[src/rtl/sysreg_pkg.sv]
package sysreg_pkg;

    typedef enum logic [1:0] {
        SP_FEAT = 2'd0,
        SP_CTRL = 2'd1,
        SP_DBG  = 2'd2,
        SP_RSVD = 2'd3
    } space_e;

    typedef enum logic [1:0] {
        FLT_NONE = 2'd0,
        FLT_GP   = 2'd1,
        FLT_UD   = 2'd2
    } fault_e;

    typedef enum logic [2:0] {
        TGT_NONE,
        TGT_FEAT,
        TGT_CR0,
        TGT_CR2,
        TGT_CR3,
        TGT_CR4,
        TGT_TPR,
        TGT_DBG
    } target_e;

    localparam int FEAT_SYSCALL_BIT = 0;
    localparam int FEAT_LME_BIT     = 8;
    localparam int FEAT_LMA_BIT     = 10;

endpackage

[src/rtl/sysreg_width_adapt.sv]
module sysreg_width_adapt #(
    parameter int XLEN = 64
) (
    input  logic            narrow,
    input  logic [XLEN-1:0] din,
    output logic [XLEN-1:0] dout
);
    localparam int HALF = XLEN / 2;

    always_comb begin
        dout = din;
        if (narrow) begin
            dout[XLEN-1:HALF] = '0;
        end
    end
endmodule

[src/rtl/sysreg_access_check.sv]
module sysreg_access_check
    import sysreg_pkg::*;
#(
    parameter int XLEN       = 64,
    parameter int IDX_W      = 4,
    parameter int DBG_N      = 8,
    parameter int CR3_RSV_LO = 40,
    parameter int CR3_RSV_HI = 51
) (
    input  logic [1:0]       space,
    input  logic [IDX_W-1:0] index,
    input  logic             is_write,
    input  logic             mode64,
    input  logic [XLEN-1:0]  wdata,
    output target_e          target,
    output fault_e           fault
);
    localparam int HALF = XLEN / 2;
    localparam logic [XLEN-1:0] FEAT_KEEP =
        (XLEN'(1) << FEAT_SYSCALL_BIT) | (XLEN'(1) << FEAT_LME_BIT) |
        (XLEN'(1) << FEAT_LMA_BIT);

    logic upper_set;
    logic cr3_rsv_set;
    logic gp;

    assign upper_set   = |wdata[XLEN-1:HALF];
    assign cr3_rsv_set = |wdata[CR3_RSV_HI:CR3_RSV_LO];

    always_comb begin
        target = TGT_NONE;
        unique case (space_e'(space))
            SP_FEAT: if (index == '0) target = TGT_FEAT;
            SP_CTRL: begin
                case (int'(index))
                    0:       target = TGT_CR0;
                    2:       target = TGT_CR2;
                    3:       target = TGT_CR3;
                    4:       target = TGT_CR4;
                    8:       target = mode64 ? TGT_TPR : TGT_NONE;
                    default: target = TGT_NONE;
                endcase
            end
            SP_DBG:  if (int'(index) < DBG_N) target = TGT_DBG;
            default: target = TGT_NONE;
        endcase
    end

    always_comb begin
        gp = 1'b0;
        if (is_write) begin
            case (target)
                TGT_FEAT:         gp = |(wdata & ~FEAT_KEEP);
                TGT_CR0, TGT_CR4: gp = mode64 && upper_set;
                TGT_CR3:          gp = mode64 && cr3_rsv_set;
                TGT_DBG:          gp = mode64 && upper_set &&
                                       (int'(index) == 6 || int'(index) == 7);
                default:          gp = 1'b0;
            endcase
        end
    end

    always_comb begin
        if (target == TGT_NONE)  fault = FLT_UD;
        else if (gp)             fault = FLT_GP;
        else                     fault = FLT_NONE;
    end
endmodule

[src/rtl/sysreg_unit.sv]
module sysreg_unit
    import sysreg_pkg::*;
#(
    parameter int XLEN       = 64,
    parameter int IDX_W      = 4,
    parameter int DBG_N      = 8,
    parameter int TPR_W      = 4,
    parameter int CR3_RSV_LO = 40,
    parameter int CR3_RSV_HI = 51
) (
    input  logic             clk,
    input  logic             rst_n,
    input  logic             mode64,
    input  logic             paging_en,
    input  logic             pae_en,
    input  logic             req_valid,
    input  logic             req_write,
    input  logic [1:0]       req_space,
    input  logic [IDX_W-1:0] req_index,
    input  logic [XLEN-1:0]  req_wdata,
    output logic             rd_valid,
    output logic [XLEN-1:0]  rd_data,
    output logic [1:0]       fault_code,
    output logic             lma
);
    localparam int DR_SEL_W = (DBG_N > 1) ? $clog2(DBG_N) : 1;

    typedef struct packed {
        logic                       sce;
        logic                       lme;
        logic [XLEN-1:0]            cr0;
        logic [XLEN-1:0]            cr2;
        logic [XLEN-1:0]            cr3;
        logic [XLEN-1:0]            cr4;
        logic [TPR_W-1:0]           tpr;
        logic [DBG_N-1:0][XLEN-1:0] dr;
        logic                       rd_valid;
        logic [XLEN-1:0]            rdata;
        fault_e                     fault;
    } state_t;

    state_t st_d, st_q;

    target_e             chk_target;
    fault_e              chk_fault;
    logic [XLEN-1:0]     wr_shaped;
    logic [XLEN-1:0]     rd_raw;
    logic [XLEN-1:0]     rd_shaped;
    logic [DR_SEL_W-1:0] dr_sel;
    logic                lma_now;

    assign dr_sel  = req_index[DR_SEL_W-1:0];
    assign lma_now = st_q.lme & paging_en & pae_en;

    sysreg_access_check #(
        .XLEN(XLEN), .IDX_W(IDX_W), .DBG_N(DBG_N),
        .CR3_RSV_LO(CR3_RSV_LO), .CR3_RSV_HI(CR3_RSV_HI)
    ) check_i (
        .space(req_space), .index(req_index), .is_write(req_write),
        .mode64(mode64), .wdata(req_wdata),
        .target(chk_target), .fault(chk_fault)
    );

    sysreg_width_adapt #(.XLEN(XLEN)) wr_adapt_i (
        .narrow(~mode64), .din(req_wdata), .dout(wr_shaped)
    );

    sysreg_width_adapt #(.XLEN(XLEN)) rd_adapt_i (
        .narrow(~mode64), .din(rd_raw), .dout(rd_shaped)
    );

    always_comb begin
        rd_raw = '0;
        case (chk_target)
            TGT_FEAT: begin
                rd_raw[FEAT_SYSCALL_BIT] = st_q.sce;
                rd_raw[FEAT_LME_BIT]     = st_q.lme;
                rd_raw[FEAT_LMA_BIT]     = lma_now;
            end
            TGT_CR0: rd_raw = st_q.cr0;
            TGT_CR2: rd_raw = st_q.cr2;
            TGT_CR3: rd_raw = st_q.cr3;
            TGT_CR4: rd_raw = st_q.cr4;
            TGT_TPR: rd_raw[TPR_W-1:0] = st_q.tpr;
            TGT_DBG: rd_raw = st_q.dr[dr_sel];
            default: rd_raw = '0;
        endcase
    end

    always_comb begin
        st_d          = st_q;
        st_d.rd_valid = 1'b0;
        st_d.rdata    = '0;
        st_d.fault    = FLT_NONE;
        if (req_valid) begin
            st_d.fault = chk_fault;
            if (chk_fault == FLT_NONE) begin
                if (req_write) begin
                    case (chk_target)
                        TGT_FEAT: begin
                            st_d.sce = req_wdata[FEAT_SYSCALL_BIT];
                            st_d.lme = req_wdata[FEAT_LME_BIT];
                        end
                        TGT_CR0: st_d.cr0 = wr_shaped;
                        TGT_CR2: st_d.cr2 = wr_shaped;
                        TGT_CR3: st_d.cr3 = wr_shaped;
                        TGT_CR4: st_d.cr4 = wr_shaped;
                        TGT_TPR: st_d.tpr = req_wdata[TPR_W-1:0];
                        TGT_DBG: st_d.dr[dr_sel] = wr_shaped;
                        default: ;
                    endcase
                end else begin
                    st_d.rd_valid = 1'b1;
                    st_d.rdata    = (chk_target == TGT_FEAT) ? rd_raw : rd_shaped;
                end
            end
        end
    end

    always_ff @(posedge clk) begin
        if (!rst_n) st_q <= '0;
        else        st_q <= st_d;
    end

    assign rd_valid   = st_q.rd_valid;
    assign rd_data    = st_q.rdata;
    assign fault_code = st_q.fault;
    assign lma        = lma_now;
endmodule

[config.mk]
export PLATFORM = sky130hd
export DESIGN_NAME = sysreg_unit
export DESIGN_NICKNAME = d
export VERILOG_FILES = /design/src/rtl/sysreg_pkg.sv /design/src/rtl/sysreg_width_adapt.sv /design/src/rtl/sysreg_access_check.sv /design/src/rtl/sysreg_unit.sv
export SDC_FILE = /design/constraint.sdc
export NUM_CORES = 2
export LEC_CHECK = 0
export BUFFER_PORTS_ARGS = -buffer_cell sky130_fd_sc_hd__buf_2
export CORE_MARGIN = 2
export CORE_UTILIZATION = 55
export CTS_CLUSTER_SIZE = 30
export DETAILED_ROUTE_END_ITERATION = 8
export PLACE_DENSITY = 0.72
export SYNTH_ARGS = -nofsm -noshare
export SYNTH_HDL_FRONTEND = slang
export SYNTH_HIERARCHICAL = 1
export SYNTH_SLANG_ARGS = --single-unit
[constraint.sdc]
create_clock -name clk -period 3.4 [get_ports clk]
set_input_delay 0.17 -clock clk [delete_from_list [all_inputs] [get_ports clk]]
set_output_delay 0.17 -clock clk [all_outputs]
set_load 0.005 [all_outputs]
==> results.py <==
metrics = {
    "timing": {
        "drv_slew": 0,
        "fmax_mhz": 319.7,
        "post-route-min-period_ns": 3.128,
        "tns_ns": 0,
        "rsz0062_at_grt": "no",
        "setup_ws_ns": 0.2720,
        "final_hold_viol_count": 0,
        "finalSetupViolations": 0,
        "hold-worst-slack_ns": 0.04353,
        "worstMarginPinSlew_ns": 1.112,
        "post-route-period-util_pct": 92.00,
        "finalClockSkew_ns": 0.02794,
        "slew_headroom_pct": 25.69,
    },
    "placement": {
        "gp_congestion": 0.8502,
        "place_ws_ns": -0.01450,
        "dp.cells": 5321,
        "placed_cell_area_um2": 40660,
        "place_hpwl_mm": 75.01,
        "port_buffers": 144,
    },
    "global_routing": {
        "grt_pass1_vias": 31419,
        "grt_usage_pct": 32.53,
        "grt-ovfl-total": 0,
        "grt_start_max_net_pins": 207,
        "grt_pass1_wl_mm": 186.9,
        "grt_antenna_before_repair": 5,
    },
    "routing": {
        "viasPerCell": 6.035,
        "drt_iter0_markers": 3745,
        "drc_errors": 0,
        "drt_wl_total_mm": 122.2,
        "num_vias": 33281,
        "drtPass1Iterations": 6,
        "routedWlPerCell_um": 22.16,
        "final_antenna_net_count": 0,
    },
    "die": {
        "rows": 97,
        "dieArea_um2": 73020,
        "ios": 145,
        "start_util_pct": 55.56,
        "die_w_um": 270.2,
        "die_h_um": 270.2,
        "core_area_um2": 70150,
    },
    "logic_synthesis": {
        "synthFlopType": "dfxtp_1",
        "synth_seq_cells": 841,
        "netlist_area_um2": 38980,
        "synth_edf_count": 0,
        "synthTopCellsByArea": "dfxtp_1 (43%), nand2_1 (15%), a21boi_0 (8.8%)",
        "synthTopCellsByCount": "nand2_1 (1,600), dfxtp_1 (841), a21boi_0 (456), a21boi_1 (208), clkbuf_1 (204)",
        "yosysMostFrequentCell": "nand2_1",
        "ys_seq_area_share_pct": 43.19,
        "synth_cells": 4571,
        "synth_area_per_cell_um2": 8.527,
        "syn_nets": 4648,
        "yosys.area.top_type": "dfxtp_1",
        "synth_top_area_share_pct": 43.19,
        "yosys_warnings": 6,
        "synth-async-reset-ratio_pct": 0,
        "synth_cell_types": 67,
    },
    "finish": {
        "fin_util_pct": 62.55,
        "fin_area_um2": 43880,
        "stdcell_count": 5515,
        "nets": 4580,
        "drive_gt1_share_pct": 16.86,
        "areaGrowthSynthToFinish_pct": 12.58,
    },
    "clock_network": {
        "cts_tree": "done",
        "cts-buffers-inserted": 87,
        "h-tree-depth": 3,
        "clockRootBuffer": "clkbuf_16",
        "clk_pin_slew_worst_paths_ns": 0.06,
        "cts_buffer_depth": 3,
        "clock_sinks": 841,
        "clk_latency_ns": 0.65,
    },
    "worst_setup_path": {
        "path_class": "primary input to flip-flop",
        "cp_slowest_cell": "dlygate4sd3_1",
        "r2r_slack_ns": 1.29,
        "worstPathRequired_ns": 3.97,
        "reg2reg_from": "st_q[340]$_SDFFE_PN0P_",
        "reg2regPathDepth": 5,
        "start_kind": "primary input",
        "arrival_ns": 3.69,
        "crit_chain": "dlygate4sd3_1 > buf_2 > nor4_1 > nand4_1 > nor2_1 > a21oi_1 > a211oi_1 > nor4b_2 > nand4bb_1 > buf_4 > nor4_4 > buf_12 > nand2_1 > a21boi_0",
        "max_stage_delay_ns": 0.55,
        "endpoint_kind": "flip-flop",
        "cp_max_fo": 44,
        "worstReg2RegEnd": "rd_data[17]$_SDFF_PP0_",
    },
    "power_and_ir_drop": {
        "leakagePower_nw": 15.25,
        "total_power_mw": 20.78,
        "p_per_area_nw_per_um2": 473.5,
        "peakVddDrop_v": 0.0004175,
    },
    "hold_path": {
        "min_to": "rd_data[10]$_SDFF_PP0_",
        "min_path_cells": 4,
        "hp-class": "primary input to flip-flop",
        "hp-start": "paging_en",
    },
    "outcome": {
        "outcome": "finished clean",
    },
    "flow_run": {
        "max_cap_violations": 0,
    },
}
cell usage in the layout, fill, tap and decap left out, drive strengths merged, types with 41 or more instances in the layout:
master	n
a21boi	770
dfxtp	841
a22oi	111
nand2	1600
and2	68
buf	364
clkbuf	125
mux4	41
mux2	78
a221oi	65
nor2b	78
area by class of cell:
type                       count  area (um2)
fill                        5963       26270
multi-input combinational   3170       19290
sequential                   841       16840
timing repair buffer         397        3666
clock buffer                 125        2451
tap                          940        1176
clock inverter                34       432.9
inverter                       6       22.52
antenna                        2       5.005
where the power goes:
group,leakage [nW],internal [mW],switching (mW)
logic,7.06,0.422,0.770
registers,6.77,9.86,0.00518
clock network,1.41,5.65,4.07
flip-flops by register name, summed over array words and instances (netlist names):
name        flops
fault_code      2
rd_data        64
st_q          774
rd_valid        1
worst max-delay path by stage:
stage / cells past startpoint / startpoint / end / slack (ns)
after floorplan: 11 / req_space[0] / st_q[714]$_SDFFE_PN0P_ / 0.49
after global placement: 15 / req_wdata[39] / st_q[237]$_SDFFE_PN0P_ / 0.01
after detailed placement: 14 / req_wdata[39] / st_q[394]$_SDFFE_PN0P_ / -0.01
after CTS: 15 / req_wdata[1] / st_q[103]$_SDFFE_PN0P_ / 0.26
after global routing: 14 / req_wdata[25] / st_q[422]$_SDFFE_PN0P_ / 0.01
final: 14 / req_wdata[25] / st_q[436]$_SDFFE_PN0P_ / 0.27
cells by family (layout without fill, tap and decap cells):
family / Yosys count / after routing / synth area share (%)
AOI/OAI and AO/OA: 1106 / 1106 / 22.66
xor gates and xnor gates: 1 / 1 / 0.02247
buffers and inverters: 560 / 562 / 7.742
DFF: 841 / 841 / 43.19
muxes: 154 / 154 / 5.521
other: 0 / 2 / 0
and+or+nand+nor: 1909 / 1909 / 20.86
routing by layer:
metal | part of all wire (%) | vias up | track usage, % | wire (um)
li1 | - | 15135 | - | -
met1 | 42 | 16288 | 44.30 | 51320
met2 | 45 | 1545 | 51.58 | 55160
met3 | 9.2 | 307 | 6.223 | 11290
met4 | 3.6 | 6 | 11.50 | 4394
met5 | 0.025 | - | 0 | 31
critical path: cells and delay by family:
kind | cells | cell delay (ns)
AOI/OAI and AO/OA | 3 | 0.62
and+or+nand+nor | 7 | 1.68
buffers and inverters | 4 | 1.20
timing repair:
action,4_1_cts,5_1_grt
endpoints found under the setup margin,0,15
resized for setup,0,1
buffers inserted,0,0
endpoints found under the hold margin,354,0
hold buffers,33,0
(Power assumes the default switching activity.)
